<file path="src/rtl/sdg_pkg.sv">
`timescale 1ns/1ps
package sdg_pkg;

    typedef enum logic [2:0] {
        CMD_NOP = 3'd0,
        CMD_ACT = 3'd1,
        CMD_RD  = 3'd2,
        CMD_WR  = 3'd3,
        CMD_PRE = 3'd4,
        CMD_REF = 3'd5
    } sdg_cmd_e;

    typedef struct packed {
        logic ok_act;
        logic ok_rw;
        logic ok_pre;
        logic ok_ref;
        logic is_open;
        logic warn;
    } bank_stat_t;

    // round a picosecond limit up to whole clock cycles
    function automatic int unsigned ps_to_cyc(input int unsigned lim_ps,
                                              input int unsigned per_ps);
        return (lim_ps + per_ps - 1) / per_ps;
    endfunction

endpackage

</file>
<file path="src/rtl/sdg_bank_tracker.sv">
`timescale 1ns/1ps
module sdg_bank_tracker
    import sdg_pkg::*;
#(
    parameter int unsigned RCD_CYC     = 3,
    parameter int unsigned RP_CYC      = 3,
    parameter int unsigned RAS_CYC     = 6,
    parameter int unsigned RC_CYC      = 9,
    parameter int unsigned WR_CYC      = 1,
    parameter int unsigned RASMAX_CYC  = 12500,
    parameter int unsigned WARN_MARGIN = 16,
    parameter int unsigned CW          = 16
) (
    input  logic       clk,
    input  logic       rst,
    input  logic       act_i,
    input  logic       pre_i,
    input  logic       wr_i,
    output bank_stat_t stat_o
);
    localparam logic [CW-1:0] CMAX   = {CW{1'b1}};
    localparam logic [CW-1:0] RCD_C  = CW'(RCD_CYC);
    localparam logic [CW-1:0] RP_C   = CW'(RP_CYC);
    localparam logic [CW-1:0] RAS_C  = CW'(RAS_CYC);
    localparam logic [CW-1:0] RC_C   = CW'(RC_CYC);
    localparam logic [CW-1:0] WR_C   = CW'(WR_CYC);
    localparam logic [CW-1:0] WARN_C = CW'(RASMAX_CYC - WARN_MARGIN);

    logic [CW-1:0] act_cnt, pre_cnt, wr_cnt;
    logic          open_q;

    always_ff @(posedge clk) begin
        if (rst) begin
            act_cnt <= CMAX;
            pre_cnt <= CMAX;
            wr_cnt  <= CMAX;
            open_q  <= 1'b0;
        end else begin
            act_cnt <= act_i ? CW'(1) : ((act_cnt == CMAX) ? act_cnt : act_cnt + 1'b1);
            wr_cnt  <= wr_i  ? CW'(1) : ((wr_cnt  == CMAX) ? wr_cnt  : wr_cnt  + 1'b1);
            if (pre_i && open_q)
                pre_cnt <= CW'(1);
            else if (pre_cnt != CMAX)
                pre_cnt <= pre_cnt + 1'b1;
            if (act_i)
                open_q <= 1'b1;
            else if (pre_i)
                open_q <= 1'b0;
        end
    end

    always_comb begin
        stat_o.is_open = open_q;
        stat_o.ok_act  = !open_q && (pre_cnt >= RP_C) && (act_cnt >= RC_C);
        stat_o.ok_rw   = open_q && (act_cnt >= RCD_C);
        stat_o.ok_pre  = !open_q || ((act_cnt >= RAS_C) && (wr_cnt >= WR_C));
        stat_o.ok_ref  = !open_q && (pre_cnt >= RP_C) && (act_cnt >= RC_C);
        stat_o.warn    = open_q && (act_cnt >= WARN_C);
    end


    act_opens_chk: assert property (@(posedge clk) disable iff (rst)
        act_i |=> stat_o.is_open);

    warn_needs_open_chk: assert property (@(posedge clk) disable iff (rst)
        stat_o.warn |-> stat_o.is_open);

    act_cnt_nonzero_chk: assert property (@(posedge clk) disable iff (rst)
        act_i |=> (act_cnt != '0));

endmodule

</file>
<file path="src/rtl/sdg_global_tracker.sv">
`timescale 1ns/1ps
module sdg_global_tracker #(
    parameter int unsigned RRD_CYC  = 3,
    parameter int unsigned RC_CYC   = 9,
    parameter int unsigned REFI_CYC = 1954,
    parameter int unsigned CW       = 16
) (
    input  logic clk,
    input  logic rst,
    input  logic act_any_i,
    input  logic ref_i,
    output logic rrd_ok_o,
    output logic rc_ok_o,
    output logic ref_req_o
);
    localparam int unsigned TW     = $clog2(REFI_CYC + 1);
    localparam logic [CW-1:0] CMAX = {CW{1'b1}};
    localparam logic [CW-1:0] RRD_C = CW'(RRD_CYC);
    localparam logic [CW-1:0] RC_C  = CW'(RC_CYC);
    localparam logic [TW-1:0] TLAST = TW'(REFI_CYC - 1);

    logic [CW-1:0] act_any_cnt, ref_cnt;
    logic [TW-1:0] ref_tmr;
    logic          ref_req_q;

    always_ff @(posedge clk) begin
        if (rst) begin
            act_any_cnt <= CMAX;
            ref_cnt     <= CMAX;
            ref_tmr     <= '0;
            ref_req_q   <= 1'b0;
        end else begin
            act_any_cnt <= act_any_i ? CW'(1)
                         : ((act_any_cnt == CMAX) ? act_any_cnt : act_any_cnt + 1'b1);
            ref_cnt     <= ref_i ? CW'(1)
                         : ((ref_cnt == CMAX) ? ref_cnt : ref_cnt + 1'b1);
            if (ref_i) begin
                ref_tmr   <= '0;
                ref_req_q <= 1'b0;
            end else if (ref_tmr == TLAST) begin
                ref_tmr   <= '0;
                ref_req_q <= 1'b1;
            end else begin
                ref_tmr   <= ref_tmr + 1'b1;
            end
        end
    end

    assign rrd_ok_o  = act_any_cnt >= RRD_C;
    assign rc_ok_o   = ref_cnt >= RC_C;
    assign ref_req_o = ref_req_q;


    ref_clears_flag_chk: assert property (@(posedge clk) disable iff (rst)
        ref_i |=> !ref_req_o);

    ref_blocks_rc_chk: assert property (@(posedge clk) disable iff (rst)
        ref_i |=> !rc_ok_o);

endmodule

</file>
<file path="src/rtl/sdg_cmd_guard.sv">
`timescale 1ns/1ps
module sdg_cmd_guard
    import sdg_pkg::*;
#(
    parameter int unsigned NBANK       = 4,
    parameter int unsigned CLK_PS      = 8000,
    parameter int unsigned RCD_PS      = 20000,
    parameter int unsigned RP_PS       = 20000,
    parameter int unsigned RAS_PS      = 48000,
    parameter int unsigned RASMAX_PS   = 100000000,
    parameter int unsigned RC_PS       = 68000,
    parameter int unsigned RRD_PS      = 20000,
    parameter int unsigned WR_PS       = 8000,
    parameter int unsigned REFI_PS     = 15625000,
    parameter int unsigned WARN_MARGIN = 16,
    localparam int unsigned BW         = $clog2(NBANK)
) (
    input  logic          clk,
    input  logic          rst,
    input  logic          req_valid,
    input  logic [2:0]    req_cmd,
    input  logic [BW-1:0] req_bank,
    output logic          grant,
    output logic [2:0]    issue_cmd,
    output logic [BW-1:0] issue_bank,
    output logic          ref_req,
    output logic [NBANK-1:0] warn_pre
);
    localparam int unsigned RCD_CYC    = ps_to_cyc(RCD_PS, CLK_PS);
    localparam int unsigned RP_CYC     = ps_to_cyc(RP_PS, CLK_PS);
    localparam int unsigned RAS_CYC    = ps_to_cyc(RAS_PS, CLK_PS);
    localparam int unsigned RASMAX_CYC = ps_to_cyc(RASMAX_PS, CLK_PS);
    localparam int unsigned RC_CYC     = ps_to_cyc(RC_PS, CLK_PS);
    localparam int unsigned RRD_CYC    = ps_to_cyc(RRD_PS, CLK_PS);
    localparam int unsigned WR_CYC     = ps_to_cyc(WR_PS, CLK_PS);
    localparam int unsigned REFI_CYC   = ps_to_cyc(REFI_PS, CLK_PS);
    localparam int unsigned CW         = $clog2(RASMAX_CYC + 2) + 1;

    sdg_cmd_e   cmd;
    bank_stat_t stat [NBANK];
    logic [NBANK-1:0] act_ev, pre_ev, wr_ev, ok_ref_v, open_v;
    logic rrd_ok, rc_ok, grant_ok, ref_ev;

    assign cmd = sdg_cmd_e'(req_cmd);

    for (genvar b = 0; b < NBANK; b++) begin : g_bank
        assign act_ev[b]   = grant && (cmd == CMD_ACT) && (req_bank == BW'(b));
        assign pre_ev[b]   = grant && (cmd == CMD_PRE) && (req_bank == BW'(b));
        assign wr_ev[b]    = grant && (cmd == CMD_WR)  && (req_bank == BW'(b));
        assign ok_ref_v[b] = stat[b].ok_ref;
        assign open_v[b]   = stat[b].is_open;
        assign warn_pre[b] = stat[b].warn;

        sdg_bank_tracker #(
            .RCD_CYC(RCD_CYC), .RP_CYC(RP_CYC), .RAS_CYC(RAS_CYC),
            .RC_CYC(RC_CYC), .WR_CYC(WR_CYC), .RASMAX_CYC(RASMAX_CYC),
            .WARN_MARGIN(WARN_MARGIN), .CW(CW)
        ) u_bank (
            .clk(clk), .rst(rst),
            .act_i(act_ev[b]), .pre_i(pre_ev[b]), .wr_i(wr_ev[b]),
            .stat_o(stat[b])
        );
    end

    assign ref_ev = grant && (cmd == CMD_REF);

    sdg_global_tracker #(
        .RRD_CYC(RRD_CYC), .RC_CYC(RC_CYC), .REFI_CYC(REFI_CYC), .CW(CW)
    ) u_glob (
        .clk(clk), .rst(rst),
        .act_any_i(|act_ev), .ref_i(ref_ev),
        .rrd_ok_o(rrd_ok), .rc_ok_o(rc_ok), .ref_req_o(ref_req)
    );

    always_comb begin
        case (cmd)
            CMD_ACT: grant_ok = stat[req_bank].ok_act && rrd_ok && rc_ok;
            CMD_RD,
            CMD_WR:  grant_ok = stat[req_bank].ok_rw;
            CMD_PRE: grant_ok = stat[req_bank].ok_pre;
            CMD_REF: grant_ok = (&ok_ref_v) && rc_ok;
            default: grant_ok = 1'b0;
        endcase
    end

    assign grant = req_valid && grant_ok;

    always_ff @(posedge clk) begin
        if (rst) begin
            issue_cmd  <= CMD_NOP;
            issue_bank <= '0;
        end else begin
            issue_cmd  <= grant ? req_cmd  : CMD_NOP;
            issue_bank <= grant ? req_bank : '0;
        end
    end


    grant_needs_req_chk: assert property (@(posedge clk) disable iff (rst)
        grant |-> req_valid);

    issue_echo_chk: assert property (@(posedge clk) disable iff (rst)
        grant |=> (issue_cmd == $past(req_cmd)) && (issue_bank == $past(req_bank)));

    idle_nop_chk: assert property (@(posedge clk) disable iff (rst)
        !grant |=> (issue_cmd == CMD_NOP));

    rw_open_chk: assert property (@(posedge clk) disable iff (rst)
        (grant && (cmd == CMD_RD || cmd == CMD_WR)) |-> open_v[req_bank]);

    ref_idle_chk: assert property (@(posedge clk) disable iff (rst)
        ref_ev |-> (open_v == '0));

    one_act_chk: assert property (@(posedge clk) disable iff (rst)
        $onehot0(act_ev));

endmodule

</file>
<file path="config.mk">
export PLATFORM = sky130hd
export DESIGN_NAME = sdg_cmd_guard
export DESIGN_NICKNAME = d
export VERILOG_FILES = /design/src/rtl/sdg_pkg.sv /design/src/rtl/sdg_bank_tracker.sv /design/src/rtl/sdg_global_tracker.sv /design/src/rtl/sdg_cmd_guard.sv
export SDC_FILE = /design/constraint.sdc
export NUM_CORES = 1
export LEC_CHECK = 0
export ABC_AREA = 0
export BUFFER_PORTS_ARGS = -buffer_cell sky130_fd_sc_hd__buf_4
export CAP_MARGIN = 20
export CORE_AREA = 2 2 178 180
export DETAILED_ROUTE_END_ITERATION = 10
export DIE_AREA = 0 0 180 182
export GPL_ROUTABILITY_DRIVEN = 0
export GPL_TIMING_DRIVEN = 0
export HOLD_SLACK_MARGIN = 0.03
export PLACE_DENSITY_LB_ADDON = 0.2
export SLEW_MARGIN = 5
export SYNTH_ARGS = -nofsm -noshare
export SYNTH_HDL_FRONTEND = slang
export SYNTH_HIERARCHICAL = 1
export SYNTH_SLANG_ARGS = --single-unit
</file>
<file path="constraint.sdc">
create_clock -name clk -period 2.95 [get_ports clk]
set_input_delay 0.4425 -clock clk [delete_from_list [all_inputs] [get_ports clk]]
set_output_delay 0.4425 -clock clk [all_outputs]
set_load 0.01 [all_outputs]
</file>
* After elaboration in Yosys (flattened, before gate mapping)
Index checks and enable logic that the tools add are counted.
** Word-level totals
- Output and inout port bits :: 11
- Bits in registers :: 231
- Logic and storage cells :: 233
** Cells by class
- Multiplexer cells :: 40
- Reduce and logical (&&, ||, !) cells :: 80
- Add/sub/neg operators :: 15
- Bitwise logic cells :: 2
- Eq/ne operators :: 33
- $lt $le $gt $ge :: 27
** Operators by type and width (number)
- 2-to-1 mux 15 bit :: 28
- adder 15 x 1 -> 15 bit (second input constant) :: 14
- == test 15 bit (second input constant) :: 10
- greater-or-equal comparator 15 x 2 -> 1 bit (second input constant) :: 9
- greater-or-equal comparator 15 x 4 -> 1 bit (second input constant) :: 5
- greater-or-equal comparator 15 x 1 -> 1 bit (second input constant) :: 4
- greater-or-equal comparator 15 x 14 -> 1 bit (second input constant) :: 4
- greater-or-equal comparator 15 x 3 -> 1 bit (second input constant) :: 4
- inequality test 15 bit (second input constant) :: 4
- logical AND 1 bit :: 44
- OR reduction 2 bit :: 15
- inequality test 2 x 1 -> 1 bit (second input constant) :: 10
- nonzero test 2 bit :: 8
- binary-select mux 6 bit (select 2 bit) :: 1
- 2-to-1 mux 6 bit :: 2
- adder 11 x 1 -> 11 bit (second input constant) :: 1
- == test 11 bit (second input constant) :: 1
- 2-to-1 mux 1 bit :: 8
- == test 3 x 2 -> 1 bit (second input constant) :: 2
- == test 3 bit (second input constant) :: 2
- OR reduction 5 bit :: 1
- == test 2 bit (second input constant) :: 2
- zero test 1 bit :: 4
- logical OR 1 bit :: 4
- 10 further kinds :: 10

* Logic depth before layout (Yosys ltp)
- Word-level depth :: 14
- Depth in mapped cells :: 15
- Depth with buffers taken out :: 13

* Cells and area by module
Netlist, hierarchy kept.
** Modules (own cells, without submodules)
- sdg_bank_tracker :: sequential area each 920.9 um2, area each 2732.6 um2, cells each 327, instances 4
- sdg_global_tracker :: sequential area each 840.8 um2, area each 2243.4 um2, cells each 258, instances 1
- sdg_cmd_guard :: sequential area each 100.1 um2, area each 516.7 um2, cells each 57, instances 1

* Least setup slack after synthesis
Ideal clock, no wire load.
- Path kind :: reg2reg
- From :: register g_bank[3].u_bank.pre_cnt[0]
- To :: register g_bank[1].u_bank.act_cnt[9]
- Clock period less this slack :: 2989 ps
- Data required time :: 2813 ps
- Setup time :: 137 ps
- Setup slack :: -39 ps
- Arrival time :: 2852 ps
- Cell stages (with the launch flop) :: 15
- Path through :: dfxtp_1 ha_1 or2_2 a21oi_1 a41o_1 nor2_1 buf_4 mux2i_1 o32ai_4 o21ai_4 nor4_1 inv_1 and3_1 nand3_1 nand4_1
** On the way
- Cells in the longest elaborated chain, start to end :: 13
- Elaborated cells between the ends (all ways) :: 16
- Classes of those cells :: 1 x order compare; 1 x eq/ne; 5 x mux; 9 x reduce/logical
** Ends and longest elaborated chain
- start: declaration :: line sdg_bank_tracker.sv:29 : logic [CW-1:0] act_cnt, pre_cnt, wr_cnt;
- start signal: assignment :: line sdg_bank_tracker.sv:44 : pre_cnt <= pre_cnt + 1'b1;
- greater-or-equal comparator 15 x 2 -> 1 bit * :: line sdg_bank_tracker.sv:57 : stat_o.ok_ref = !open_q && (pre_cnt >= RP_C) && (act_cnt >= RC_C);
- logical AND 1 bit * (2 in a row) :: line sdg_bank_tracker.sv:57
- net ok_ref_v[3] :: line sdg_cmd_guard.sv:41 : logic [NBANK-1:0] act_ev, pre_ev, wr_ev, ok_ref_v, open_v;
- binary-select mux 6 bit (select 2 bit) :: line sdg_cmd_guard.sv:77 : CMD_ACT: grant_ok = stat[req_bank].ok_act && rrd_ok && rc_ok;
- 2-to-1 mux 6 bit (2 in a row)
- logical AND 1 bit (2 in a row) :: line sdg_cmd_guard.sv:77
- case mux 1 bit (4 select lines) * :: line sdg_cmd_guard.sv:76 : case (cmd)
- logical AND 1 bit * :: line sdg_cmd_guard.sv:86 : assign grant = req_valid && grant_ok;
- logical AND 1 bit * (2 in a row) :: line sdg_cmd_guard.sv:47 : assign act_ev[b] = grant && (cmd == CMD_ACT) && (req_bank == BW'(b));
- net act_ev[1] :: line sdg_cmd_guard.sv:41
- inequality test 2 x 1 -> 1 bit (no line) / 2-to-1 mux 15 bit (equally long branches)
- end signal: assignment :: line sdg_bank_tracker.sv:39 : act_cnt <= act_i ? CW'(1) : ((act_cnt == CMAX) ? act_cnt : act_cnt + 1'b1);
- end: declaration :: line sdg_bank_tracker.sv:29
The timed path passes the listed nets; every way through them passes the cells marked *. The select of a mux whose other input is x is not followed.
A chain may end at the register's enable or synchronous reset.

==> reports/metrics.csv <==
metric;value;unit
run_status;finished with violations;
failed_checks;setup timing;
power_leakage;6.75;nW
hold_viol;0;
dp_hpwl;23600;um
report.final.slew_viol_count;0;
die_h;182;um
crit_type;flop to primary output;
drive_above_1_share;25.9;%
vias;13100;
vias_per_cell;6.13;
initial_core_util;44.1;%
drc;0;
num-nets-final;1760;
finalPower;0.0210;W
clock_skew;15.2;ps
timing.rr.start;g_bank[0].u_bank/act_cnt[0]$_SDFFE_PP1N_;
worst-path-buf-inv;2;
htreeDepth;1;
hold_buffers;0;
worstMarginPinSlew;736;ps
peakVddDrop;792;uV
port_buffers;18;
pin_count;19;
placementRows;65;
hp-start;req_cmd[2];
cp.required;2510;ps
setup_viol;34;
endpoint_kind;primary output;
finalCritPeriodShare;111;%
cts.clk_slew.worst_paths;60;ps
core_area;31000;um^2
fmax;306;MHz
grt_pass1_wl;59400;um
layout_commonest_cell;dfxtp_1;
syn_nets;1656;
max_slew_margin;50.9;%
antenna-diode-count;0;
grt_max_degree;26;
cp_slowest_cell;mux4_2;
clockBufferDepth;3;
critical_path.top_delay_family;compound AO/OA/AOI/OAI gates;
cts_tree;built;
yosys_warnings;6;
place_area;14300;um^2
grt-ovfl-total;0;
reg2reg_slack;-190;ps
drtIter0Drc;847;
arrival;2820;ps
crit_chain;ha_1 -> buf_2 -> nor2_2 -> nand2_1 -> o31a_1 -> mux4_2 -> a22oi_4 -> o22ai_2 -> buf_6;
crit_fanout;8;
cts_buffers;29;
hold_ws;249;ps
critPathMaxStageDelay;500;ps
finalCriticalPeriod;3270;ps
mostFrequentLayoutCells;dfxtp_1, nand3_1, nand2_1, nor2_1, buf_4;
fin_ws;-317;ps
antenna_found_initial;0;
die_x;180;um
synthToLayoutAreaGrowth;23.7;%
startpoint;g_bank[0].u_bank/act_cnt[0]$_SDFFE_PP1N_;
cts_num_sinks;231;
synth_cells;1619;
synth_area_per_cell;8.44;um^2
drv_cap;0;
final_area;16900;um^2
root_buffer;clkbuf_16;
p_per_area;1240;nW/um^2
firstDrtPassIters;8;
routed_wl;36300;um
startpoint_type;flop;
syn-cell-area;13700;um^2
wl_per_cell;17.0;um
final_antenna_net_count;0;
die-area;32800;um^2
first_global_vias;11900;
clock_latency;550;ps
hp-class;primary input to flop;
dp_slack;-876;ps
grt.total_usage;21.0;%
rsz0062_at_grt;yes;
tns;-2140;ps
==> sequential cells by signal, summed over array words and instances, names as in the netlist <==
register               count
g_bank.u_bank/act_cnt     60
g_bank.u_bank/open_q       4
g_bank.u_bank/pre_cnt     60
g_bank.u_bank/wr_cnt      60
issue_bank                 2
issue_cmd                  3
u_glob/act_any_cnt        15
u_glob/ref_cnt            15
u_glob/ref_req_o           1
u_glob/ref_tmr            11
==> power by group <==
group,internal (W),switching (W)
Clock,0.00251,0.00138
Sequential,0.00441,0.00161
Combinational,0.00476,0.00632
Total,0.0117,0.00931
==> repair_timing <==
item,CTS,global route
buffers inserted,49,17
gates cloned,0,2
pin swaps,58,36
endpoints found under the setup margin,227,173
gates resized for setup,213,115
hold endpoints to repair,0,0
==> routing by layer <==
layer  track usage (%)  up-vias  share of wire (%)  wire, um
met3              2.53       51                4.3      1550
met5                 0        -                  0         0
met1              29.1     6334                 47     16900
li1                  -     6452                  -         -
met4              5.07        0                2.0       741
met2              34.9      291                 47     17100
==> layout make-up <==
class,count,area [um^2]
fillers,2784,14100
multi-input cells,1239,9160
flip-flops and latches,231,4750
clock buffers,37,806
repair buffers,84,714
plain buffers,88,528
well taps,402,503
clock inverters,11,233
inverters,50,201
==> through the flow <==
stage	util [%]	cells
after floorplan	-	1619
after global placement	46.2	2039
after detailed placement	46.2	2039
after CTS	52.9	2126
after global routing	54.5	2142
final	54.5	2142
==> worst reg2reg max path, stage by stage (launching register included) <==
cell and delay [ps]:
dfxtp_1 370, ha_1 220, buf_2 180, nor2_2 130
nand2_1 70, o31a_1 310, mux4_2 500, a22oi_4 220
buf_4 150, buf_6 130, a2111oi_4 80, buf_6 180
buf_4 140, or3_1 300, nand4_1 90
==> worst paths after layout <==
path	cells past startpoint	end
hold reg to reg	1	u_glob/ref_tmr[0]$_SDFF_PP0_
setup reg to reg	14	g_bank[3].u_bank/act_cnt[9]$_SDFFE_PP1P_
setup / recovery	9	grant
hold / removal	3	issue_cmd[2]$_SDFF_PP0_
No activity file was read; power rests on OpenSTA's default activity.
